## src/rtl/dist_ctrl_pkg.sv

```systemverilog
package dist_ctrl_pkg;

   localparam int WORD_W      = 32;
   localparam int BE_W        = WORD_W / 8;
   localparam int CPU_CNT_W   = 4;
   localparam int CPU_FIELD_W = 3;
   localparam int LINE_FIELD_W = 5;
   localparam int PRIV_LINES  = 32;
   localparam int LINES_PER_STEP = 32;

   typedef enum logic [1:0] {
      SEL_CTRL  = 2'd0,
      SEL_CAPS  = 2'd1,
      SEL_IDENT = 2'd2,
      SEL_NONE  = 2'd3
   } win_sel_e;

   typedef struct packed {
      logic     rd_strobe;
      logic     wr_ctrl;
      logic     decoded;
      win_sel_e sel;
   } win_req_t;

endpackage

```

## src/rtl/dist_win_decode.sv

```systemverilog
module dist_win_decode
   import dist_ctrl_pkg::*;
#(
   parameter int ADDR_W = 12
) (
   input  logic                 req_valid,
   input  logic                 req_write,
   input  logic [ADDR_W-1:0]    req_addr,
   input  logic [BE_W-1:0]      req_be,
   output win_req_t             dec
);

   localparam int HI_W = ADDR_W - 4;

   logic full_word;
   logic aligned;
   logic in_window;

   assign full_word = (req_be == {BE_W{1'b1}});
   assign aligned   = (req_addr[1:0] == 2'b00);
   assign in_window = (req_addr[ADDR_W-1:4] == {HI_W{1'b0}});

   always_comb begin
      dec           = '0;
      dec.sel       = win_sel_e'(req_addr[3:2]);
      dec.decoded   = full_word && aligned && in_window;
      dec.rd_strobe = req_valid && !req_write;
      dec.wr_ctrl   = req_valid && req_write && dec.decoded && (dec.sel == SEL_CTRL);
   end

endmodule

```

## src/rtl/dist_enable_reg.sv

```systemverilog
module dist_enable_reg (
   input  logic clk,
   input  logic rst_n,
   input  logic wr_ctrl,
   input  logic wr_bit,
   output logic enabled,
   output logic wake
);

   logic rising;

   assign rising = wr_ctrl && !enabled && wr_bit;

   always_ff @(posedge clk) begin
      if (!rst_n) begin
         enabled <= 1'b0;
         wake    <= 1'b0;
      end else begin
         wake <= rising;
         if (wr_ctrl) begin
            enabled <= wr_bit;
         end
      end
   end

endmodule

```

## src/rtl/dist_info_words.sv

```systemverilog
module dist_info_words
   import dist_ctrl_pkg::*;
#(
   parameter int         NUM_SHARED       = 64,
   parameter int         MAX_CPUS         = 8,
   parameter int         NUM_CPUS         = 4,
   parameter bit         USE_LIVE_CPUS    = 1'b1,
   parameter logic [7:0] PRODUCT_CODE     = 8'h4B,
   parameter logic [11:0] IMPLEMENTER_CODE = 12'h43B
) (
   input  logic [CPU_CNT_W-1:0] active_cpus,
   output logic [WORD_W-1:0]    caps_word,
   output logic [WORD_W-1:0]    ident_word
);

   localparam int TOTAL_LINES = PRIV_LINES + NUM_SHARED;
   localparam int LINE_FIELD  = TOTAL_LINES / LINES_PER_STEP - 1;
   localparam int CAPS_USED   = LINE_FIELD_W + CPU_FIELD_W;
   localparam int IDENT_GAP   = WORD_W - 8 - 12;

   logic [CPU_CNT_W-1:0]   cpus_eff;
   logic [CPU_FIELD_W-1:0] cpu_field;

   if (USE_LIVE_CPUS) begin : g_live_cpus
      assign cpus_eff = active_cpus;
   end else begin : g_fixed_cpus
      logic unused_active_cpus;
      assign unused_active_cpus = ^active_cpus;
      assign cpus_eff = CPU_CNT_W'(NUM_CPUS);
   end

   assign cpu_field = CPU_FIELD_W'(cpus_eff - CPU_CNT_W'(1));

   assign caps_word  = {{(WORD_W-CAPS_USED){1'b0}}, cpu_field, LINE_FIELD_W'(LINE_FIELD)};
   assign ident_word = {PRODUCT_CODE, {IDENT_GAP{1'b0}}, IMPLEMENTER_CODE};

   if (NUM_SHARED % LINES_PER_STEP != 0) begin : g_bad_shared_step
      $error("NUM_SHARED must be a multiple of 32");
   end
   if (LINE_FIELD < 0 || LINE_FIELD >= (1 << LINE_FIELD_W)) begin : g_bad_shared_range
      $error("line count does not fit the capability field");
   end
   if (MAX_CPUS < 1 || MAX_CPUS > (1 << CPU_FIELD_W)) begin : g_bad_max_cpus
      $error("MAX_CPUS must lie in 1..8");
   end
   if (NUM_CPUS < 1 || NUM_CPUS > MAX_CPUS) begin : g_bad_num_cpus
      $error("NUM_CPUS must lie in 1..MAX_CPUS");
   end

endmodule

```

## src/rtl/dist_rdata_stage.sv

```systemverilog
module dist_rdata_stage
   import dist_ctrl_pkg::*;
(
   input  logic              clk,
   input  logic              rst_n,
   input  win_req_t          dec,
   input  logic              enabled,
   input  logic [WORD_W-1:0] caps_word,
   input  logic [WORD_W-1:0] ident_word,
   output logic              rsp_valid,
   output logic [WORD_W-1:0] rsp_rdata
);

   logic [WORD_W-1:0] sel_word;

   always_comb begin
      sel_word = '0;
      if (dec.decoded) begin
         unique case (dec.sel)
            SEL_CTRL:  sel_word = {{(WORD_W-1){1'b0}}, enabled};
            SEL_CAPS:  sel_word = caps_word;
            SEL_IDENT: sel_word = ident_word;
            SEL_NONE:  sel_word = '0;
         endcase
      end
   end

   always_ff @(posedge clk) begin
      if (!rst_n) begin
         rsp_valid <= 1'b0;
         rsp_rdata <= '0;
      end else begin
         rsp_valid <= dec.rd_strobe;
         rsp_rdata <= dec.rd_strobe ? sel_word : '0;
      end
   end

endmodule

```

## src/rtl/dist_ctrl_window.sv

```systemverilog
module dist_ctrl_window
   import dist_ctrl_pkg::*;
#(
   parameter int          ADDR_W           = 12,
   parameter int          NUM_SHARED       = 64,
   parameter int          MAX_CPUS         = 8,
   parameter int          NUM_CPUS         = 4,
   parameter bit          USE_LIVE_CPUS    = 1'b1,
   parameter logic [7:0]  PRODUCT_CODE     = 8'h4B,
   parameter logic [11:0] IMPLEMENTER_CODE = 12'h43B
) (
   input  logic              clk,
   input  logic              rst_n,
   input  logic              req_valid,
   input  logic              req_write,
   input  logic [ADDR_W-1:0] req_addr,
   input  logic [3:0]        req_be,
   input  logic [31:0]       req_wdata,
   input  logic [3:0]        active_cpus,
   output logic              rsp_valid,
   output logic [31:0]       rsp_rdata,
   output logic              dist_enabled,
   output logic              wake_pulse
);

   win_req_t          dec;
   logic [WORD_W-1:0] caps_word;
   logic [WORD_W-1:0] ident_word;
   logic              unused_wdata_hi;

   assign unused_wdata_hi = ^req_wdata[WORD_W-1:1];

   if (ADDR_W < 5) begin : g_bad_addr_w
      $error("ADDR_W must be at least 5");
   end

   dist_win_decode #(
      .ADDR_W (ADDR_W)
   ) i_decode (
      .req_valid (req_valid),
      .req_write (req_write),
      .req_addr  (req_addr),
      .req_be    (req_be),
      .dec       (dec)
   );

   dist_enable_reg i_enable (
      .clk     (clk),
      .rst_n   (rst_n),
      .wr_ctrl (dec.wr_ctrl),
      .wr_bit  (req_wdata[0]),
      .enabled (dist_enabled),
      .wake    (wake_pulse)
   );

   dist_info_words #(
      .NUM_SHARED       (NUM_SHARED),
      .MAX_CPUS         (MAX_CPUS),
      .NUM_CPUS         (NUM_CPUS),
      .USE_LIVE_CPUS    (USE_LIVE_CPUS),
      .PRODUCT_CODE     (PRODUCT_CODE),
      .IMPLEMENTER_CODE (IMPLEMENTER_CODE)
   ) i_info (
      .active_cpus (active_cpus),
      .caps_word   (caps_word),
      .ident_word  (ident_word)
   );

   dist_rdata_stage i_rdata (
      .clk        (clk),
      .rst_n      (rst_n),
      .dec        (dec),
      .enabled    (dist_enabled),
      .caps_word  (caps_word),
      .ident_word (ident_word),
      .rsp_valid  (rsp_valid),
      .rsp_rdata  (rsp_rdata)
   );

endmodule

```

## config.mk

```make
export PLATFORM = sky130hd
export DESIGN_NAME = dist_ctrl_window
export DESIGN_NICKNAME = d
export VERILOG_FILES = /design/src/rtl/dist_ctrl_pkg.sv /design/src/rtl/dist_win_decode.sv /design/src/rtl/dist_enable_reg.sv /design/src/rtl/dist_info_words.sv /design/src/rtl/dist_rdata_stage.sv /design/src/rtl/dist_ctrl_window.sv
export SDC_FILE = /design/constraint.sdc
export NUM_CORES = 1
export LEC_CHECK = 0
export BUFFER_PORTS_ARGS = -buffer_cell sky130_fd_sc_hd__buf_2
export CAP_MARGIN = 20
export CORE_MARGIN = 1
export CORE_UTILIZATION = 29
export DETAILED_ROUTE_END_ITERATION = 7
export HOLD_SLACK_MARGIN = 0.1
export PLACE_DENSITY_LB_ADDON = 0.08
export SLEW_MARGIN = 25
export SYNTH_ARGS = -nofsm -noshare
export SYNTH_HDL_FRONTEND = slang
export SYNTH_SLANG_ARGS = --single-unit
```

## constraint.sdc

```tcl
create_clock -name clk -period 1.9 [get_ports clk]
set_input_delay 0.38 -clock clk [delete_from_list [all_inputs] [get_ports clk]]
set_output_delay 0.38 -clock clk [all_outputs]
set_load 0.05 [all_outputs]
```

==> metrics.txt <==
Seq cells post-synth 9; diodes inserted 0; hold_buf cts 0; total number of vias 510; filler-free cell count of the finished design 132; setup TNS 0 ns; Initial Utilization 0.314; Die W 48.5 um; synth warn 0; P_int 293 uW; Worst R2R Path Depth 2; RSZ-0062 raised after global routing false; min-delay src req_wdata[0]; Setup Viol. Count Final 0; vias in the first global route 412; Sw Pwr 174 uW; core area 2000 sq um; Logic pwr share 0.288; clk sinks 9; drt first pass iters 2; initial antenna violation count 0; Setup Buffers After CTS 0; PwrDens 618 nW/um^2; antenna viol nets, final 0; Worst Hold End i_enable.enabled$_SDFFE_PN0P_; placed cells 128; Post-Syn Area 628 sq um; Total GRT Usage 0.0913; arrival time worst endpoint 1.55 ns; multi-input logic area 305 sq um; Hold Path Class primary input to flop; number of I/O port buffers 38; Seq/Total Area, Yosys 0.287; io pins 91; Die Ht 48.5 um; Reg area 180 sq um; WL per Instance 7.08 um; Layout area overhead 20.3%; RR Endpoint i_enable.wake$_SDFF_PN0_; power share of the clock group 0.307; library cells used by synthesis 23; Net Sw Frac 0.373; total of max-cap violations 0; status completed; leakage power 0.000439 uW; Hold Vio Cnt, Final 0; CP max FO 5; CTS Buf Count 3; via density per instance 3.86; DRC viols 0; gpl congestion 0.667; minimum clock period 1.38 ns; grt ovf 0; maximum clock insertion buffer count 2; type of origin of the critical path primary input; CTS tree done; pin count of the biggest net entering global routing 8; final wirelength 935 um; root buf cell clkbuf_4; first-pass GRT wire length 1590 um; HPWL after DPL 853 um; CP Data Required Time 2.07 ns; Rows 16; sequential share of power 0.406; worst path buffer plus inverter count 1; CP delay by family, top simple AND/OR/NAND/NOR gates; Setup Crit Path Kind primary input to flop; post-cts gate resize count 0; Clock Pin Slew Worst Setup and Hold Paths 0.06 ns; fin nets 167; VDD IR-drop max 0.215 mV; worst r2r src i_enable.enabled$_SDFFE_PN0P_; post-synthesis cell count 70; max incr delay on CP 0.36 ns; Slowest cell on crit path or3_4; syn avg cell area 8.97 sq um; initial DRC count 3; share of layout cells above drive strength 1 0.438; hold depth 3; die area 2360 sq um; cell chain of the critical path buf_2, nor4_1, nand2_2, or3_4, nor4b_2; H-tree Lvls 1; fmax 726 MHz; Final period util 0.725; max-slew violations 0; FF-to-FF setup slack 1.00 ns; Layout fillers 217; Max Clock Skew 0.00188 ns; worst skew pair latency 0.26 ns; crit end category flop
## metrics by stage
stage / util / cell area [sq um] / hold WS (ns) / power, uW / setup WS (ns)
floorplan: - / 699 / 0.512 / 332 / 0.408
finish: 0.378 / 756 / 0.383 / 467 / 0.523
global placement: 0.364 / 728 / 0.525 / 328 / 0.255
detailed placement: 0.364 / 728 / 0.525 / 329 / 0.264
CTS: 0.378 / 756 / 0.377 / 475 / 0.536
global route: 0.378 / 756 / 0.380 / 501 / 0.403
## worst max-delay path by stage
stage / from / end / slack (ns) / depth (start not counted)
final: req_addr[0] / i_rdata.rsp_rdata[6]$_SDFF_PN0_ / 0.52 / 5
after global routing: req_addr[0] / i_rdata.rsp_rdata[6]$_SDFF_PN0_ / 0.40 / 5
after CTS: req_addr[0] / i_rdata.rsp_rdata[6]$_SDFF_PN0_ / 0.54 / 5
after detailed placement: req_addr[0] / i_rdata.rsp_rdata[6]$_SDFF_PN0_ / 0.26 / 5
after global placement: req_addr[9] / i_rdata.rsp_rdata[6]$_SDFF_PN0_ / 0.26 / 5
after floorplan: req_be[3] / i_rdata.rsp_rdata[6]$_SDFF_PN0_ / 0.41 / 4
## layer usage
metal / share of wire / GRT usage / up-vias
li1: - / - / 254
met5: 0 / 0 / -
met2: 0.47 / 0.153 / 47
met3: 0.13 / 0.0220 / 2
met1: 0.38 / 0.0920 / 207
met4: 0.015 / 0.0882 / 0
## worst min-delay path, stage by stage
cell,delay [ns]
buf_2,0.09
nand2_1,0.06
o41ai_1,0.06
## kinds of logic (layout without fill, tap and decap cells)
kind of cell	after synthesis	in the layout	share of synthesized area
other cells	1	20	0.00597
flops	9	9	0.287
fa+ha+maj	5	5	0.0996
buf+inv	31	47	0.341
simple gates	19	19	0.201
xor+xnor	1	1	0.0139
mux	1	1	0.0159
compound gates	3	3	0.0359
## power by group through the flow
stage	registers [uW]	clock network [uW]	logic, uW
floorplan	197	0	135
global placement	194	0	134
detailed placement	194	0	135
CTS	190	150	135
global route	189	168	144
finish	190	143	134
## cells in the mapped netlist
| master | count | area, sq um |
|---|---|---|
| or3_4 | 2 | 22.5 |
| dfxtp_1 | 9 | 180 |
| or3_1 | 1 | 6.26 |
| mux2i_1 | 1 | 10.0 |
| nand2_1 | 2 | 7.51 |
| ha_1 | 5 | 62.6 |
| nor4_1 | 2 | 12.5 |
| o311ai_0 | 1 | 8.76 |
| conb_1 | 1 | 3.75 |
| nor4b_2 | 1 | 15.0 |
| a21oi_1 | 1 | 5.00 |
| and2_1 | 2 | 12.5 |
| xor2_1 | 1 | 8.76 |
| inv_1 | 5 | 18.8 |
| nor2_1 | 1 | 3.75 |
| nand3b_1 | 1 | 7.51 |
| and3_1 | 1 | 6.26 |
| buf_4 | 26 | 195 |
| nand2_2 | 1 | 6.26 |
| o41ai_1 | 1 | 8.76 |
| nor3_1 | 2 | 10.0 |
| nand4_1 | 1 | 6.26 |
| nand3_1 | 2 | 10.0 |
## layout by cell type, fill, tap and decap left out, types with 2 or more instances in the layout
cell type	n
buf_2	38
conb_1	20
dfxtp_1	9
inv_1	5
ha_1	5
clkbuf_4	3
or3_4	2
nor4_1	2
nor3_1	2
and2_1	2
nand2_1	2
nand3_1	2
## sequential cells by signal, indices dropped and copies added, names as in the netlist
register           count
i_rdata.rsp_valid      1
i_enable.enabled       1
i_enable.wake          1
i_rdata.rsp_rdata      6
## layout make-up
type,instances,share of cell area
Multi-Input combinational cell,49,0.404
Timing Repair Buffer,38,0.252
Sequential cell,9,0.238
Tap cell,27,0.0447
Clock buffer,3,0.0298
Inverter,5,0.0248
Clock inverter,1,0.00662
Power figures use the tool's default switching activity.
